File: config.mk
export PLATFORM = sky130hd
export DESIGN_NAME = rx_status_filter
export DESIGN_NICKNAME = d
export VERILOG_FILES = /design/src/rtl/rxsf_pkg.sv /design/src/rtl/rxsf_decide.sv /design/src/rtl/rxsf_event.sv /design/src/rtl/rx_status_filter.sv
export SDC_FILE = /design/constraint.sdc
export NUM_CORES = 1
export LEC_CHECK = 0
export ABC_AREA = 1
export BUFFER_PORTS_ARGS = -buffer_cell sky130_fd_sc_hd__clkbuf_2
export CORE_MARGIN = 4
export CORE_UTILIZATION = 42
export CTS_CLUSTER_SIZE = 20
export DETAILED_ROUTE_END_ITERATION = 10
export GPL_ROUTABILITY_DRIVEN = 0
export PLACE_DENSITY = 0.82
export RECOVER_POWER = 50
export SYNTH_ARGS = -nofsm -noshare
export SYNTH_HDL_FRONTEND = slang
export SYNTH_SLANG_ARGS = --single-unit
File: constraint.sdc
create_clock -name clk -period 1.2 [get_ports clk]
set_input_delay 0.24 -clock clk [delete_from_list [all_inputs] [get_ports clk]]
set_output_delay 0.24 -clock clk [all_outputs]
set_load 0.1 [all_outputs]
File: src/rtl/rxsf_pkg.sv
package rxsf_pkg;
  typedef enum logic [1:0] {
    MODE_INV = 2'b00,
    MODE_AND = 2'b01,
    MODE_ACC = 2'b10,
    MODE_RSV = 2'b11
  } filt_mode_e;

  // reason codes; bit 3 set means keep
  localparam logic [3:0] C_CTL_TOSS   = 4'b0000;
  localparam logic [3:0] C_SHORT      = 4'b0001;
  localparam logic [3:0] C_INV_ARC    = 4'b0010;
  localparam logic [3:0] C_INV_CAM    = 4'b0100;
  localparam logic [3:0] C_AND_MISS   = 4'b0110;
  localparam logic [3:0] C_RUNT       = 4'b0111;
  localparam logic [3:0] C_ACC_KEEP   = 4'b1000;
  localparam logic [3:0] C_AND_ARC    = 4'b1010;
  localparam logic [3:0] C_AND_CAM    = 4'b1100;
  localparam logic [3:0] C_NOMATCH_OK = 4'b1110;

  localparam logic [15:0] ETYPE_MAC_CTL = 16'h8808;

  // status word bit positions
  localparam int B_KEEP  = 4;
  localparam int B_CTL   = 5;
  localparam int B_EVT   = 6;
  localparam int B_CRC   = 7;
  localparam int B_GOOD  = 8;
  localparam int B_MCAST = 17;
  localparam int B_BCAST = 18;
endpackage

File: src/rtl/rxsf_decide.sv
module rxsf_decide
  import rxsf_pkg::*;
#(
  parameter int LEN_W     = 11,
  parameter int MIN_LEN   = 64,
  parameter int MIN_SHORT = 14,
  parameter int MIN_HDR   = 6
) (
  input  logic [15:0]      ethertype,
  input  logic             is_bcast,
  input  logic             is_mcast,
  input  logic             arc_hit,
  input  logic             cam_hit,
  input  logic             cmp_en,
  input  logic [1:0]       filt_mode,
  input  logic [2:0]       acc_mask,
  input  logic             pass_ctl,
  input  logic             short_en,
  input  logic [LEN_W-1:0] frame_len,
  output logic [3:0]       code,
  output logic             ctl_rcvd
);
  localparam logic [LEN_W-1:0] L_HDR   = LEN_W'(MIN_HDR);
  localparam logic [LEN_W-1:0] L_MIN   = LEN_W'(MIN_LEN);
  localparam logic [LEN_W-1:0] L_SHORT = LEN_W'(MIN_SHORT);

  logic is_ctl, below_hdr, below_min, class_ok;

  assign is_ctl    = (ethertype == ETYPE_MAC_CTL);
  assign ctl_rcvd  = is_ctl && arc_hit;
  assign below_hdr = (frame_len < L_HDR);
  assign below_min = (frame_len < (short_en ? L_SHORT : L_MIN));
  assign class_ok  = is_bcast ? acc_mask[2] : (is_mcast ? acc_mask[1] : acc_mask[0]);

  always_comb begin
    code = C_SHORT;
    if (is_ctl && !pass_ctl)      code = C_CTL_TOSS;
    else if (below_hdr)           code = short_en ? C_SHORT : C_RUNT;
    else if (below_min)           code = C_SHORT;
    else begin
      unique case (filt_mode_e'(filt_mode))
        MODE_INV: code = arc_hit ? C_INV_ARC : (cam_hit ? C_INV_CAM : C_NOMATCH_OK);
        MODE_AND: code = arc_hit ? C_AND_ARC : (cam_hit ? C_AND_CAM :
                         (cmp_en ? C_AND_MISS : C_NOMATCH_OK));
        MODE_ACC: code = (arc_hit && class_ok) ? C_ACC_KEEP : C_SHORT;
        default:  code = C_SHORT;
      endcase
    end
  end
endmodule

File: src/rtl/rxsf_event.sv
module rxsf_event #(
  parameter int N_EVT = 3
) (
  input  logic [N_EVT-1:0] evt,
  input  logic [N_EVT-1:0] evt_en,
  input  logic             kept,
  output logic             rx_event,
  output logic             irq_next
);
  logic [N_EVT-1:0] armed;

  for (genvar i = 0; i < N_EVT; i++) begin : g_arm
    assign armed[i] = evt[i] & evt_en[i];
  end

  assign rx_event = |armed;
  assign irq_next = rx_event & kept;
endmodule

File: src/rtl/rx_status_filter.sv
module rx_status_filter
  import rxsf_pkg::*;
#(
  parameter int          LEN_W     = 11,
  parameter int          MIN_LEN   = 64,
  parameter int          MIN_SHORT = 14,
  parameter int          MIN_HDR   = 6,
  parameter logic [31:0] RESET_VAL = 32'h3E00_8000
) (
  input  logic             clk,
  input  logic             rst_n,
  input  logic             soft_rst,
  input  logic             sof,
  input  logic             eof,
  input  logic [15:0]      ethertype,
  input  logic             is_bcast,
  input  logic             is_mcast,
  input  logic             arc_hit,
  input  logic             cam_hit,
  input  logic             cmp_en,
  input  logic [1:0]       filt_mode,
  input  logic [2:0]       acc_mask,
  input  logic             pass_ctl,
  input  logic             short_en,
  input  logic [LEN_W-1:0] frame_len,
  input  logic             crc_err,
  input  logic [2:0]       irq_en,
  output logic [31:0]      status,
  output logic [3:0]       filt_code,
  output logic             keep,
  output logic             res_vld,
  output logic             irq
);
  logic [3:0]  code_n;
  logic        ctl_n, evt_n, irq_n, good_n;
  logic [31:0] word_n;

  rxsf_decide #(
    .LEN_W(LEN_W), .MIN_LEN(MIN_LEN), .MIN_SHORT(MIN_SHORT), .MIN_HDR(MIN_HDR)
  ) u_decide (
    .ethertype(ethertype), .is_bcast(is_bcast), .is_mcast(is_mcast),
    .arc_hit(arc_hit), .cam_hit(cam_hit), .cmp_en(cmp_en),
    .filt_mode(filt_mode), .acc_mask(acc_mask), .pass_ctl(pass_ctl),
    .short_en(short_en), .frame_len(frame_len),
    .code(code_n), .ctl_rcvd(ctl_n)
  );

  assign good_n = !crc_err;

  rxsf_event #(.N_EVT(3)) u_event (
    .evt({good_n, crc_err, ctl_n}),
    .evt_en(irq_en),
    .kept(code_n[3]),
    .rx_event(evt_n),
    .irq_next(irq_n)
  );

  always_comb begin
    word_n          = '0;
    word_n[3:0]     = code_n;
    word_n[B_KEEP]  = code_n[3];
    word_n[B_CTL]   = ctl_n;
    word_n[B_EVT]   = evt_n;
    word_n[B_CRC]   = crc_err;
    word_n[B_GOOD]  = good_n;
    word_n[B_MCAST] = is_mcast;
    word_n[B_BCAST] = is_bcast;
  end

  always_ff @(posedge clk or negedge rst_n) begin
    if (!rst_n) begin
      status  <= RESET_VAL;
      irq     <= 1'b0;
      res_vld <= 1'b0;
    end else if (soft_rst) begin
      status  <= RESET_VAL;
      irq     <= 1'b0;
      res_vld <= 1'b0;
    end else if (eof) begin
      status  <= word_n;
      irq     <= irq_n;
      res_vld <= 1'b1;
    end else if (sof) begin
      status  <= '0;
      irq     <= 1'b0;
      res_vld <= 1'b0;
    end else begin
      res_vld <= 1'b0;
    end
  end

  assign filt_code = status[3:0];
  assign keep      = status[B_KEEP];
endmodule

* Word level (Yosys, flattened, before mapping)
Cells that the tools add are included.
** Storage, ports and cells
- Register bits :: 34
- Input bits :: 48
- Output and inout port bits :: 39
- Word-level logic and storage cells :: 42
** Cells by class
- Order comparisons :: 2
- Equality and inequality tests :: 3
- Muxes and demuxes :: 22
- Bitwise operators :: 4
- Reductions and logical operators :: 8
** Operators with widths (number)
- 32-bit two-way mux :: 3
- 4-bit two-way mux :: 9
- 16-bit == test, second input constant :: 1
- 4-bit case mux with 3 select lines :: 1
- 11-bit < comparator :: 1
- 11-bit by 3-bit < comparator with 1-bit output, second input constant :: 1
- 1-bit two-way mux :: 7
- 7-bit two-way mux :: 1
- 1-bit AND :: 4
- 1-bit logical AND :: 3
- 3-bit two-way mux :: 1
- 3-bit nonzero test :: 1
- 3-bit OR reduction :: 1
- 2-bit by 1-bit == test with 1-bit output, second input constant :: 1
- 2-bit == test, second input constant :: 1
- 1-bit logical NOT :: 2
- 2-bit logical NOT :: 1

* Longest topological paths before layout
- Depth in word-level cells :: 11
- Depth in mapped cells :: 12
- Mapped depth without buffers :: 12

* Modules after synthesis
Synthesis repeated with hierarchy kept, for this count alone.
** Second synthesis, totals
- Cells, all modules :: 178
- Area total of the unflattened synthesis :: 1198.6 µm²
** By module, submodules not included
- rx_status_filter :: times used 1, cells an instance 83, area an instance 772.0 µm², seq. area each 326.6 µm²
- rxsf_decide :: times used 1, cells an instance 89, area an instance 395.4 µm², seq. area each 0.0 µm²
- rxsf_event :: times used 1, cells an instance 6, area an instance 31.3 µm², seq. area each 0.0 µm²

* Least setup slack after synthesis
No wires, ideal clock.
- Path type :: register to output
- Start point :: register status[4] (netlist name)
- End point :: output filt_code[3]
- Data arrival time :: 1.373 ns
- Data required time :: 0.960 ns
- Setup slack :: -0.413 ns
- Cell stages (with the launch flop) :: 2
- Path buffers :: 1
- Path through :: dfrtp_1 > buf_4
** RTL lines
- end, declared :: line rx_status_filter.sv:29 : output logic [3:0] filt_code,

==> summary.md <==
| Metric | Value |
|---|---|
| Largest family of logic cells by synthesized area | `simple AND/OR/NAND/NOR gates` |
| Commonest cells in the netlist | `nand2_1, buf_4, inv_1` |
| Net Sw Power | `0.790 mW` |
| Initial antenna violation count | `0` |
| Ant diodes | `0` |
| Vias/cell | `4.30` |
| Core area | `0.00250 mm^2` |
| Number of global-route vias before repair | `1051` |
| Port Buffers | `70` |
| Critical-path cell list | `buf_12` |
| Critical path type | `flip-flop to primary output` |
| EDFF count, synth | `0` |
| Grt ovf | `0` |
| Placed Area | `0.00175 mm^2` |
| Cell taking the most area after synthesis | `dfrtp_1` |
| LEAKAGE | `1.01 nW` |
| Via count | `1153` |
| Relative slew slack | `57.1%` |
| Worst path buffer plus inverter count | `1` |
| Compound-Gate Fraction of Synth Area | `4.82%` |
| Post-CTS Setup Bufs | `0` |
| Synth Area in Adders | `3.36%` |
| Cts bufs inserted | `3` |
| GRT Total Usage | `14.7%` |
| Post-synthesis mux area share | `0%` |
| Top-count cell post-synth | `nand2_1` |
| Post-Syn Area | `0.00112 mm^2` |
| Reg2Reg Depth | `2` |
| Status | `complete, but fails checks` |
| DRT iter0 DRCs | `41` |
| Clk pin slew, worst setup/hold paths | `80 ps` |
| Crit path time final | `1430 ps` |
| Area Overhead vs Synth | `60.8%` |
| CP delay by family, top | `flip-flops` |
| Area of the multi-input gates | `558 um^2` |
| HP Class | `input pin to flip-flop` |
| Worst Path Arrival | `1190 ps` |
| Fin crit share | `119%` |
| Mean area per synthesized cell | `6.42 um^2` |
| Reg area | `345 um^2` |
| Setup WS pre-CTS | `-194 ps` |
| Clk_lat worst skew | `260 ps` |
| Stages on the worst setup path | `1` |
| Layout Nets | `290` |
| HPWL Detailed | `2380 um` |
| Main flop type after synthesis | `dfrtp_1` |
| Clk_skew | `0 ps` |
| Final Max Slew Viols | `0` |
| Fmax | `0.699 GHz` |
| Hold path depth | `3` |
| # rows | `18` |
| CP required | `960 ps` |
| Final setup fails | `10` |
| Placed cells | `263` |
| Unique masters post-synth | `21` |
| Unrepaired setup endpoints after global routing | `true` |
| Reg power frac | `30.5%` |
| Yosys warning total | `0` |
| Detailed Route WL | `2620 um` |
| Slowest cell on the critical path | `dfstp_4` |
| Pint | `0.845 mW` |
| Yosys reg bits | `13` |
| Worst IR Drop VDD | `0.719 mV` |
| Largest net degree at the start of global routing | `14` |
| Avg WL per Cell | `9.79 um` |
| Max cap viols | `0` |
| Post-synthesis sequential area ratio | `29.2%` |
| Die Area | `0.00355 mm^2` |
| CP endpoint kind | `primary output` |
| CTS Root Cell | `clkbuf_4` |
| DRC | `0` |
| Power Density | `910 mW/mm^2` |
| H-tree Lvls | `1` |
| Sw Ratio | `48.3%` |
| CTS tree | `yes` |
| Starting Density | `44.7%` |
| Post-route cell area | `0.00180 mm^2` |
| CP max stage delay | `730 ps` |
| DIE WIDTH | `59.6 um` |
| Mapped Cells | `174` |
| IO Pins | `87` |
| Synth Area in XOR/XNOR | `0%` |
| First-pass GRT wire length | `4080 um` |
| Comb pwr share | `53.6%` |
| Final WS setup | `-231 ps` |
| Violated checks | `setup timing` |
| Setup_tns | `-1560 ps` |
| Simple-gate area share of the yosys netlist | `35.6%` |
| Share of flip-flops with an asynchronous set or reset | `100%` |
| CTS sink count | `13` |
| Final Hold Viols | `0` |
| Finished Core Util | `71.9%` |
| First-pass iteration count of the detailed router | `4` |
| Post-route ant nets | `0` |
| Clk pwr share | `15.9%` |
| CP startpoint kind | `flip-flop` |
| Fraction of layout cells with a size suffix above 1 | `36.6%` |
| Largest cells by area after synthesis | `dfrtp_1, buf_4, nand2_1, inv_1, nor2_1` |
| Least-Margin Pin Slew | `644 ps` |
| CTS Buffer Depth | `2` |
| Final non-filler cell total | `268` |
| Fillers | `212` |
| Critical path fanouts, max | `7` |
| Post-synth top area share | `26.9%` |
| Die H | `59.6 um` |
[logic make-up after synthesis]
| group | count (synthesis) |
|---|---|
| AO/OA/AOI/OAI | 9 |
| adder cells (fa/ha/maj) | 3 |
| buffers and inverters | 53 |
| flip-flops | 13 |
| other | 1 |
| AND/OR/NAND/NOR | 95 |
[tightest hold or removal path, cell delays in order]
cell,delay (ps)
clkbuf_2,90
inv_1,60
nand2_1,50
[placed cells by master, fill, tap and decap left out]
cell type	n
nand3_1	11
ha_1	2
inv_2	2
clkbuf_1	4
nand2_1	52
o21ai_0	4
a21oi_1	2
nor2_4	1
nor3_1	1
o21bai_1	1
dlygate4sd3_1	1
buf_4	2
nor2_1	24
nand4_1	1
nand2_2	2
nor2_2	2
a22oi_1	1
clkbuf_2	43
dfrtp_4	4
a21oi_2	1
buf_12	24
nand3_2	1
conb_1	15
inv_1	24
ha_4	1
dfrtp_1	8
clkbuf_4	3
dfstp_4	1
[path summary, 6_finish.rpt]
kind                       startpoint          to  slack [ps]
setup / recovery           status[28]  status[15]        -230
hold / removal               soft_rst  status[28]         180
setup reg to reg           status[28]  status[28]         270
hold reg to reg             status[8]   status[8]         550
max in group asynchronous       rst_n   status[4]         220
min in group asynchronous       rst_n     res_vld         510
[power groups by stage]
stage / Sequential (mW) / Clock, mW / Combinational (mW)
floorplan: 0.631 / 0 / 0.546
global placement: 0.507 / 0 / 0.863
detailed placement: 0.509 / 0 / 0.872
CTS: 0.499 / 0.266 / 0.876
global route: 0.502 / 0.294 / 0.921
finish: 0.499 / 0.260 / 0.876
[stage by stage]
stage | hold slack (ps) | total power, mW
after floorplan | -55.6 | 1.18
after global placement | 143 | 1.37
after detailed placement | 145 | 1.38
after CTS | 200 | 1.64
after global routing | 199 | 1.72
final | 177 | 1.64
[registers in the layout, indices dropped and copies added (netlist names)]
name	cells
res_vld	1
irq	1
status	11
[metal layers]
layer / GRT usage (%) / vias up / routed length [um]
li1: - / 613 / -
met1: 17.6 / 486 / 954
met2: 26.5 / 52 / 1350
met3: 5.23 / 2 / 304
met4: 0.949 / 0 / 10
met5: 0 / - / 0
[area by class of cell]
cell class | count | share of cell area (%)
clock buffer | 4 | 1.46
tap | 30 | 2.09
timing repair buffer | 73 | 40.7
inverter | 26 | 5.43
sequential | 13 | 19.2
multi-input combinational | 122 | 31.1
[what timing repair did]
| item | 4_1_cts | 5_1_grt |
|---|---|---|
| endpoints found under the hold margin | 12 | 0 |
| setup endpoints to repair | 16 | 19 |
| hold buffers | 1 | 0 |
| pin swaps | 0 | 3 |
| resized for setup | 0 | 6 |
Power figures use the tool's default switching activity.
